**config.mk**
```make
export PLATFORM = sky130hd
export DESIGN_NAME = refresh_timer_top
export DESIGN_NICKNAME = d
export VERILOG_FILES = /design/src/rtl/refresh_pkg.sv /design/src/rtl/refresh_code_resolver.sv /design/src/rtl/refresh_interval_timer.sv /design/src/rtl/refresh_timer_top.sv
export SDC_FILE = /design/constraint.sdc
export NUM_CORES = 1
export LEC_CHECK = 0
export BUFFER_PORTS_ARGS = -buffer_cell sky130_fd_sc_hd__buf_2
export CAP_MARGIN = 5
export CORE_ASPECT_RATIO = 0.75
export CORE_MARGIN = 2
export CORE_UTILIZATION = 41
export DETAILED_ROUTE_END_ITERATION = 10
export GPL_TIMING_DRIVEN = 0
export PLACE_DENSITY = 0.65
export RECOVER_POWER = 25
export SLEW_MARGIN = 20
export SYNTH_ARGS = -nofsm -noshare
export SYNTH_HDL_FRONTEND = slang
export SYNTH_SLANG_ARGS = --single-unit
```
**constraint.sdc**
```tcl
create_clock -name clk -period 1.9 [get_ports clk]
set_input_delay 0.095 -clock clk [delete_from_list [all_inputs] [get_ports clk]]
set_output_delay 0.095 -clock clk [all_outputs]
set_load 0.1 [all_outputs]
```
**src/rtl/refresh_pkg.sv**
```systemverilog
package refresh_pkg;

  localparam int CODE_W = 7;

  typedef enum logic [2:0] {
    RM_OFF  = 3'b000,
    RM_SLOW = 3'b001,
    RM_FAST = 3'b010,
    RM_LONG = 3'b011,
    RM_RSVD = 3'b111
  } rmode_e;

  typedef struct packed {
    logic ok;
    logic fast;
  } code_class_t;

  function automatic code_class_t classify(input logic [CODE_W-1:0] code);
    code_class_t c;
    c.ok   = (code == 7'd0) || ((code >= 7'd2) && (code <= 7'd5));
    c.fast = (code == 7'd2);
    return c;
  endfunction

  function automatic logic mode_active(input logic [2:0] m);
    return (m == RM_SLOW) || (m == RM_FAST) || (m == RM_LONG);
  endfunction

endpackage

```
**src/rtl/refresh_code_resolver.sv**
```systemverilog
module refresh_code_resolver
  import refresh_pkg::*;
#(
  parameter int NUM_MODS = 4
) (
  input  logic                     clk,
  input  logic                     rst_n,
  input  logic                     en_i,
  input  logic [NUM_MODS-1:0]      present_i,
  input  logic [NUM_MODS*CODE_W-1:0] codes_i,
  output logic [2:0]               mode_o,
  output logic                     err_o
);

  logic [NUM_MODS-1:0] fast_vec;
  logic [NUM_MODS-1:0] bad_vec;

  for (genvar i = 0; i < NUM_MODS; i++) begin : g_sock
    code_class_t cls;
    assign cls         = classify(codes_i[i*CODE_W +: CODE_W]);
    assign fast_vec[i] = present_i[i] & cls.ok & cls.fast;
    assign bad_vec[i]  = present_i[i] & ~cls.ok;
  end

  logic [2:0] mode_n;
  logic       err_n;

  always_comb begin
    err_n = |bad_vec;
    if (!en_i || (present_i == '0)) mode_n = RM_OFF;
    else if (|fast_vec)             mode_n = RM_FAST;
    else                            mode_n = RM_SLOW;
  end

  always_ff @(posedge clk or negedge rst_n) begin
    if (!rst_n) begin
      mode_o <= RM_OFF;
      err_o  <= 1'b0;
    end else begin
      mode_o <= mode_n;
      err_o  <= err_n;
    end
  end

  assert_mode_legal_R3: assert property (@(posedge clk) disable iff (!rst_n)
    (mode_o == RM_OFF) || (mode_o == RM_SLOW) || (mode_o == RM_FAST));

  assert_empty_off_R6: assert property (@(posedge clk) disable iff (!rst_n)
    (present_i == '0) |=> (mode_o == RM_OFF));

  assert_disabled_off_R6: assert property (@(posedge clk) disable iff (!rst_n)
    (!en_i) |=> (mode_o == RM_OFF));

endmodule

```
**src/rtl/refresh_interval_timer.sv**
```systemverilog
module refresh_interval_timer
  import refresh_pkg::*;
#(
  parameter int CYC_PER_US = 50
) (
  input  logic       clk,
  input  logic       rst_n,
  input  logic [2:0] mode_i,
  output logic       req_o
);

  localparam int N_SLOW = CYC_PER_US * 156 / 10;
  localparam int N_FAST = CYC_PER_US * 78 / 10;
  localparam int N_LONG = CYC_PER_US * 64;
  localparam int CNT_W  = $clog2(N_LONG + 1);

  function automatic logic [CNT_W-1:0] reload_of(input logic [2:0] m);
    case (m)
      RM_SLOW: return CNT_W'(N_SLOW - 1);
      RM_FAST: return CNT_W'(N_FAST - 1);
      RM_LONG: return CNT_W'(N_LONG - 1);
      default: return '0;
    endcase
  endfunction

  logic [CNT_W-1:0] cnt_q, cnt_n;
  logic [2:0]       mode_q;
  logic             req_n;

  always_comb begin
    cnt_n = cnt_q;
    req_n = 1'b0;
    if (mode_i != mode_q) begin
      cnt_n = reload_of(mode_i);
    end else if (mode_active(mode_i)) begin
      if (cnt_q == '0) begin
        req_n = 1'b1;
        cnt_n = reload_of(mode_i);
      end else begin
        cnt_n = cnt_q - 1'b1;
      end
    end
  end

  always_ff @(posedge clk or negedge rst_n) begin
    if (!rst_n) begin
      cnt_q  <= '0;
      mode_q <= RM_OFF;
      req_o  <= 1'b0;
    end else begin
      cnt_q  <= cnt_n;
      mode_q <= mode_i;
      req_o  <= req_n;
    end
  end

  assert_strobe_single_R7: assert property (@(posedge clk) disable iff (!rst_n)
    req_o |=> !req_o);

  assert_idle_noreq_R2: assert property (@(posedge clk) disable iff (!rst_n)
    (!mode_active(mode_i)) |=> !req_o);

  assert_switch_reload_R8: assert property (@(posedge clk) disable iff (!rst_n)
    (mode_i != mode_q) |=> (!req_o && (cnt_q == reload_of($past(mode_i)))));

  assert_cnt_range_R7: assert property (@(posedge clk) disable iff (!rst_n)
    cnt_q <= CNT_W'(N_LONG - 1));

endmodule

```
**src/rtl/refresh_timer_top.sv**
```systemverilog
module refresh_timer_top
  import refresh_pkg::*;
#(
  parameter int NUM_MODS   = 4,
  parameter int CYC_PER_US = 50
) (
  input  logic                       clk,
  input  logic                       rst_n,
  input  logic                       refresh_en,
  input  logic [NUM_MODS-1:0]        module_present,
  input  logic [NUM_MODS*CODE_W-1:0] module_codes,
  output logic [2:0]                 refresh_mode,
  output logic                       refresh_req,
  output logic                       code_err
);

  refresh_code_resolver #(.NUM_MODS(NUM_MODS)) u_res (
    .clk       (clk),
    .rst_n     (rst_n),
    .en_i      (refresh_en),
    .present_i (module_present),
    .codes_i   (module_codes),
    .mode_o    (refresh_mode),
    .err_o     (code_err)
  );

  refresh_interval_timer #(.CYC_PER_US(CYC_PER_US)) u_tmr (
    .clk    (clk),
    .rst_n  (rst_n),
    .mode_i (refresh_mode),
    .req_o  (refresh_req)
  );

  assert_req_needs_mode_R6: assert property (@(posedge clk) disable iff (!rst_n)
    refresh_req |-> ($past(refresh_mode) != RM_OFF));

endmodule

```
==> summary.txt, run 1 <==
Timing
  – Final hold violation count: 0
  – Achievable clock frequency: 528 MHz
  – Min Clock Period, post-route: 1.90 ns
  – Layout Skew: 0.00478 ns
  – Slew Limit Headroom: 0.347
  – RSZ-0062 raised after global routing: true
  – Worst setup margin: 0.00464 ns
  – Final setup fails: 0
  – Setup total negative slack: 0 ns
  – Final period utilization: 0.998
  – Final slew viol count: 0
  – Worst Tran Pin Value: 0.979 ns

Run status
  – Run status: completed

Synth
  – Seq cells post-synth: 18
  – Ys flop type: dfrtp_1
  – Number of library cell types mapped by synthesis: 46
  – Warnings from Yosys: 0
  – Seq/Total Area, Yosys: 0.345
  – Cell area after synthesis: 1310 um2
  – Mean Syn Cell Area: 8.71 um2
  – Post-synth ARST share: 1.00
  – Syn_nets: 192
  – EDFF count, synth: 0
  – Cells after Synth: 150

Power and ir drop
  – Int Pwr: 0.852 mW
  – Pwr/cell area: 793 nW/um2
  – Total power: 1.40 mW
  – P_sw: 0.547 mW
  – Logic pwr share: 0.380
  – Sequential Power Share: 0.389
  – Leakage: 0.758 nW
  – Clock share of power: 0.231
  – Max VDD drop: 0.000407 V
  – Sw Share: 0.391

CTS
  – Clk sinks: 18
  – CTS H-tree lvls: 1
  – CTS tree: done
  – CTS Buffer Depth: 2
  – CTS Root Cell: clkbuf_8
  – Worst skew pair latency: 0.26 ns
  – CTS buffer count: 3
  – CTS clk-pin slew, worst paths: 0.07 ns

Hold path
  – Hold wc startpoint: refresh_en
  – Hold Crit Class: in -> reg

Global routing
  – Largest net degree at the start of global routing: 19
  – Vias in the first global route: 1,281
  – GRT overflow: 0
  – First-pass GRT wire length: 5970 um
  – Initial antenna violation count: 0
  – Gr usage total: 0.206

Placement
  – Routability cong.: 0.901
  – Worst slack, placed: -0.209 ns
  – Dpl cells: 226
  – IO buf count: 38
  – DP Wirelength: 2760 um
  – DP Area: 1570 um2

Setup path
  – Crit path launch: u_tmr.cnt_q[5]
  – Critical Path Fanout Max: 10
  – Crit end category: flop
  – CP required: 2.05 ns
  – RR Startpoint: u_tmr.cnt_q[5]
  – Setup crit start kind: flop
  – CP Class: reg -> reg
  – Crit path arrival time: 2.05 ns

Drt
  – Vias per cell: 5.88
  – Drt drc: 0
  – Total routed wirelength: 3680 um
  – Vias: 1,393
  – DR WL/cell: 15.5 um
  – Drt first-iter violations: 95
  – Post-DRT Antenna Nets: 0
  – DR pass1 iterations: 4

Layout
  – Commonest non-fill, non-tap cell in the layout: buf_2
  – Post-route cell area: 1760 um2
  – Nets: 242
  – Finished Layout Cells: 237
  – Most frequent cells in the layout: buf_2, nor2_1, dfrtp_1
  – Share of post-route cells with drive strength above 1: 0.372
  – Ant diodes: 0
  – Area Overhead vs Synth: 35.1%

Floorplan
  – Starting Density: 0.436
  – Std-Cell Rows: 17
  – Die boundary width: 69.2 um
  – Die area: 3660 um2
  – Die Y: 52.9 um
  – Area of the core: 3000 um2
  – Ports: 40

Run
  – Max_cap viols: 0
[flip-flops by register name (all words and copies together), names as in the netlist]
| name | flops |
|---|---|
| u_tmr.cnt_q | 12 |
| u_res.mode_o | 2 |
| u_tmr.mode_q | 2 |
| u_res.err_o | 1 |
| u_tmr.req_o | 1 |
[cell families after synthesis]
kind of cell / share of synthesized area
compound gates: 0.194
xor+xnor: 0.0134
fa+ha+maj: 0.0670
buf+inv: 0.0326
flops: 0.345
mux: 0.00766
other cells: 0.00287
simple gates: 0.338
[timing repair]
| action | CTS | global route |
|---|---|---|
| hold endpoints to repair | 18 | 0 |
| endpoints found under the setup margin | 9 | 8 |
| resized for setup | 7 | 13 |
| buffers inserted | 1 | 5 |
| hold buffers | 1 | 0 |
| pin swaps | 5 | 6 |
[power by group through the flow]
stage          combinational (mW)  sequential (mW)  clock (mW)
2_1_floorplan               0.323            0.527           0
3_5_place_dp                0.468            0.529           0
4_1_cts                     0.485            0.529       0.324
5_1_grt                     0.579            0.557       0.342
6_report                    0.532            0.545       0.323
3_3_place_gp                0.462            0.526           0
[area by class of cell]
class                   count  area [um2]
repair buffers             45         248
flip-flops and latches     18         462
clock buffers               4        55.1
well taps                  38        47.5
plain buffers               5        27.5
inverters                   5        18.8
multi-input cells         122         906
fillers                   264        1230
[per-stage QoR]
step | util | hold WS (ns)
final | 0.588 | 0.108
after global routing | 0.588 | 0.109
after floorplan | - | -0.201
after global placement | 0.524 | 0.0377
after detailed placement | 0.524 | 0.0475
after CTS | 0.556 | 0.113
[worst paths after layout]
| path | slack [ns] | depth (start not counted) | to |
|---|---|---|---|
| max | 0.005 | 5 | u_tmr.cnt_q[11] |
| min | 0.11 | 3 | u_res.mode_o[1] |
| max reg2reg | 0.005 | 5 | u_tmr.cnt_q[11] |
| min reg2reg | 0.60 | 1 | u_tmr.mode_q[0] |
| max in group asynchronous | 0.69 | 2 | u_res.mode_o[0] |
| min in group asynchronous | 0.50 | 2 | u_tmr.cnt_q[11] |
[metal layers]
layer  GRT usage  routed length [um]  vias to the layer above  part of all wire
met1       0.276                1670                      648              0.46
met2       0.348                1700                       59              0.46
met3      0.0419                 279                        5             0.076
li1            -                   -                      681                 -
met4      0.0425                  23                        0            0.0063
met5           0                   0                        -                 0
[cells in the mapped netlist (all sizes together), types with 4 or more instances]
cell	count	area [um2]
nand4	8	50.1
o21bai	4	30.0
nand2	11	41.3
or4	4	37.5
ha	7	87.6
nand3	8	40.0
nor3	4	20.0
nor2	15	56.3
a21oi	6	30.0
inv	5	18.8
nor4	11	83.8
dfrtp	18	450
[critical path: stages, from the launching register on]
cell and delay (ns):
dfrtp_2 0.46, or4_4 0.57, nor4_4 0.28, buf_6 0.19, nor4_1 0.06, a211o_1 0.24
Power figures use the tool's default switching activity.
==> run 2, diff against run 1 <==
--- a/config.mk
+++ b/config.mk
@@ -17,4 +17,5 @@
 export SLEW_MARGIN = 20
 export SYNTH_ARGS = -nofsm -noshare
 export SYNTH_HDL_FRONTEND = slang
+export SYNTH_HIERARCHICAL = 1
 export SYNTH_SLANG_ARGS = --single-unit
==> run 2 against run 1 <==
The run now ends with setup timing left. Clock power decreased by 13%. Via count is 1.7% higher. Core utilization up 2.6 points. First-iteration DRC count grew 87%. Synthesized cell count fell by 6.0%. Maximum frequency down 15%. Combinational power grew 31%. Power rose by 7.6%. Sequential share of layout area grew 0.095 points. Largest power group is now combinational cells.
==> summary.txt, run 2 <==
Global routing
  – Initial antenna violation count: 0 (unchanged)
  – First-pass GRT wire length: 5880 um (-1.5%)
  – Largest net degree at the start of global routing: 20 (+1)
  – Gr usage total: 0.218 (+0.0123)
  – Vias in the first global route: 1,364 (+6.5%)
  – GRT overflow: 0 (unchanged)

Setup path
  – Worst reg2reg path endpoint: u_tmr/cnt_q[7]
  – RR Startpoint: u_tmr/cnt_q[1]
  – Crit path arrival time: 2.37 ns (+0.32 ns)
  – CP required: 2.04 ns (about the same)
  – CP Class: reg -> reg
  – Crit end category: flop
  – Critical Path Fanout Max: 5 (-5)
  – Worst R2R Path Depth: 9 (+4)
  – FF-to-FF setup slack: -0.33 ns (-0.34 ns)
  – Setup crit start kind: flop

Power and ir drop
  – Total power: 1.51 mW (+7.6%)
  – Max VDD drop: 0.000336 V (-17%)
  – Pwr/cell area: 823 nW/um2 (+3.8%)
  – Leakage: 0.835 nW (+10%)

Synth
  – Compound-Gate Fraction of Synth Area: 0.187 (-0.00629)
  – Cells after Synth: 141 (-6.0%)
  – Synth Area in XOR/XNOR: 0.0272 (+0.0137)
  – Warnings from Yosys: 6 (+6)
  – Adder-cell share of the synthesized area: 0.0194 (-0.0477)
  – Area leader, netlist: dfrtp_1
  – Synth top area share: 0.369 (+0.0237)
  – Commonest cells in the synthesized netlist: dfrtp_1, nor2_1, o21ai_0
  – Ys flop type: dfrtp_1
  – Seq/Total Area, Yosys: 0.369 (+0.0237)
  – Main combinational cell family by area after synthesis: simple AND/OR/NAND/NOR gates
  – Synth Area in Simple Gates: 0.318 (-0.0200)
  – Post-synth ARST share: 1.00 (unchanged)
  – Most common cell in the netlist: dfrtp_1
  – Syn_nets: 178 (-7.3%)
  – Number of library cell types mapped by synthesis: 48 (+4.3%)
  – Synth area leaders: dfrtp_1, nor2_1, o21ai_0
  – Cell area after synthesis: 1290 um2 (-1.2%)
  – Seq cells post-synth: 19 (+1)
  – EDFF count, synth: 0 (unchanged)
  – Mux cell area share after synthesis: 0.0320 (+0.0243)
  – Mean Syn Cell Area: 9.15 um2 (+5.1%)

Drt
  – DR pass1 iterations: 4 (unchanged)
  – Total routed wirelength: 3750 um (+2.1%)
  – Vias per cell: 6.05 (+3.0%)
  – Drt first-iter violations: 178 (+87%)
  – Vias: 1,416 (+1.7%)
  – Drt drc: 0 (unchanged)
  – DR WL/cell: 16.0 um (+3.4%)
  – Post-DRT Antenna Nets: 0 (unchanged)

Layout
  – Area Overhead vs Synth: 41.8%
  – Top Registers: u_tmr/cnt_q: 12 flops, u_tmr/mode_q: 3 flops, u_res/mode_o: 2 flops
  – Commonest non-fill, non-tap cell in the layout: buf_2
  – Biggest register: u_tmr/cnt_q
  – Ant diodes: 0 (unchanged)
  – Most frequent cells in the layout: buf_2, dfrtp_1, nor2_1
  – Share of post-route cells with drive strength above 1: 0.439 (+0.0669)
  – Multi-input gate area: 875 um2 (-3.5%)
  – Nets: 234 (-3.3%)
  – Seq. cell area: 480 um2 (+4.1%)
  – Largest register FFs: 12 (unchanged)
  – Final Util: 0.614 (+0.0261)
  – Layout fillers: 248 (-6.1%)

CTS
  – CTS buffer count: 3 (unchanged)
  – Clk sinks: 19 (+1)
  – CTS clk-pin slew, worst paths: 0.07 ns (about the same)
  – Worst skew pair latency: 0.25 ns (about the same)
  – CTS Buffer Depth: 2 (unchanged)
  – CTS Root Cell: clkbuf_8
  – CTS H-tree lvls: 1 (unchanged)
  – CTS tree: done

Run status
  – Run status: finished with violations
  – Failing checks: setup timing

Run
  – Max_cap viols: 0 (unchanged)

Floorplan
  – Die boundary width: 68.8 um (-0.59%)
  – Starting Density: 0.433 (-0.00235)
  – Ports: 40 (unchanged)
  – Die area: 3620 um2 (-1.2%)
  – Area of the core: 2980 um2 (-0.71%)
  – Std-Cell Rows: 17 (unchanged)
  – Die Y: 52.6 um (-0.58%)

Placement
  – Routability cong.: 0.877 (-2.7%)
  – DP Wirelength: 2540 um (-8.1%)
  – IO buf count: 38 (unchanged)

Timing
  – Final slew viol count: 0 (unchanged)
  – Setup total negative slack: -2.37 ns (-2.37 ns)
  – Worst setup margin: -0.333 ns (-0.338 ns)
  – Slew Limit Headroom: 0.645 (+0.298)
  – Worst Tran Pin Value: 0.532 ns (-0.447 ns)
  – Final period utilization: 1.18 (+0.178)
  – Layout Skew: 0.00194 ns (-0.00284 ns)
  – Achievable clock frequency: 448 MHz (-15%)
  – Final Hold Slack: 0.103 ns (-0.00511 ns)
  – RSZ-0062 raised after global routing: true
  – Final hold violation count: 0 (unchanged)
  – Min Clock Period, post-route: 2.23 ns (+0.338 ns)
  – Final setup fails: 10 (+10)

Hold path
  – Hold wc startpoint: refresh_en
  – Worst hold stages: 3 (unchanged)
  – Hold Crit Class: in -> reg
  – Hold Crit Endpoint: u_res/mode_o[1]
## run 2: cell count changes in the layout (fill, tap and decap cells not counted), moves of 4 or more
cell     previous run  this run
nor3_2              0         4
ha_1                6         0
nand2_1            11         6
dfrtp_1            13        17
nor2_1             15        11
buf_6               1         6
o21ai_2             1         5
nand3_1             8         4
o21ai_1             0         4
## run 2: report_power, final
part           total, mW  internal [mW]  switching (mW)
combinational      0.696          0.341           0.355
sequential         0.529          0.457          0.0718
clock              0.281          0.149           0.132
total               1.51          0.947           0.559
## run 2: repair_timing
action	4_1_cts	5_1_grt
pin swaps	7	16
gates resized for setup	17	19
endpoints found under the setup margin	9	13
cloned	1	0
hold buffers	1	0
endpoints found under the hold margin	19	0
setup buffers	9	6
## run 2: area by class of cell
| class | instances | share of cell area |
|---|---|---|
| clock buffer | 4 | 0.0246 |
| inverter | 3 | 0.00616 |
| multi-input combinational | 113 | 0.478 |
| tap | 38 | 0.0260 |
| timing repair buffer | 53 | 0.186 |
| sequential | 19 | 0.263 |
| buffer | 4 | 0.0164 |
## run 2: kinds of logic after synthesis
family,count (synthesis)
AOI/OAI and AO/OA,36
xor gates and xnor gates,4
other,1
adders and majority gates,2
DFF,19
buffers and inverters,9
muxes,4
and+or+nand+nor,66
## run 2: worst max path at each step
| stage | startpoint | end | slack (ns) | cells after the start |
|---|---|---|---|---|
| final | u_tmr/cnt_q[1] | u_tmr/cnt_q[7] | -0.33 | 9 |
| after global routing | u_tmr/cnt_q[1] | u_tmr/cnt_q[7] | -0.42 | 9 |
| after CTS | u_tmr/cnt_q[1] | u_tmr/cnt_q[3] | -0.35 | 9 |
| after detailed placement | u_tmr/cnt_q[0] | u_tmr/cnt_q[3] | -0.36 | 9 |
| after global placement | u_tmr/cnt_q[0] | u_tmr/cnt_q[2] | -0.36 | 9 |
| after floorplan | u_tmr/cnt_q[0] | u_tmr/cnt_q[2] | -0.17 | 9 |
## run 2: per-stage QoR
stage          area [um2]  setup slack, ns  std cells
2_1_floorplan        1310           -0.168        141
3_3_place_gp         1550           -0.362        217
3_5_place_dp         1550           -0.364        217
4_1_cts              1750           -0.347        231
5_1_grt              1830           -0.417        234
6_report             1830           -0.333        234
## run 2: routing by layer
layer | vias to the layer above | wire length [um] | global-route usage
li1 | 649 | - | -
met1 | 658 | 1450 | 0.257
met2 | 88 | 1870 | 0.383
met3 | 21 | 274 | 0.0387
met4 | 0 | 160 | 0.0980
met5 | - | 0 | 0
## run 2: worst max-delay path, stage by stage (launching register included)
cell	delay, ns
dfrtp_1	0.39
inv_2	0.07
buf_6	0.10
ha_4	0.10
or4b_4	0.47
nor4_4	0.21
nand2b_4	0.25
buf_6	0.13
o21ai_2	0.05
a221o_1	0.34
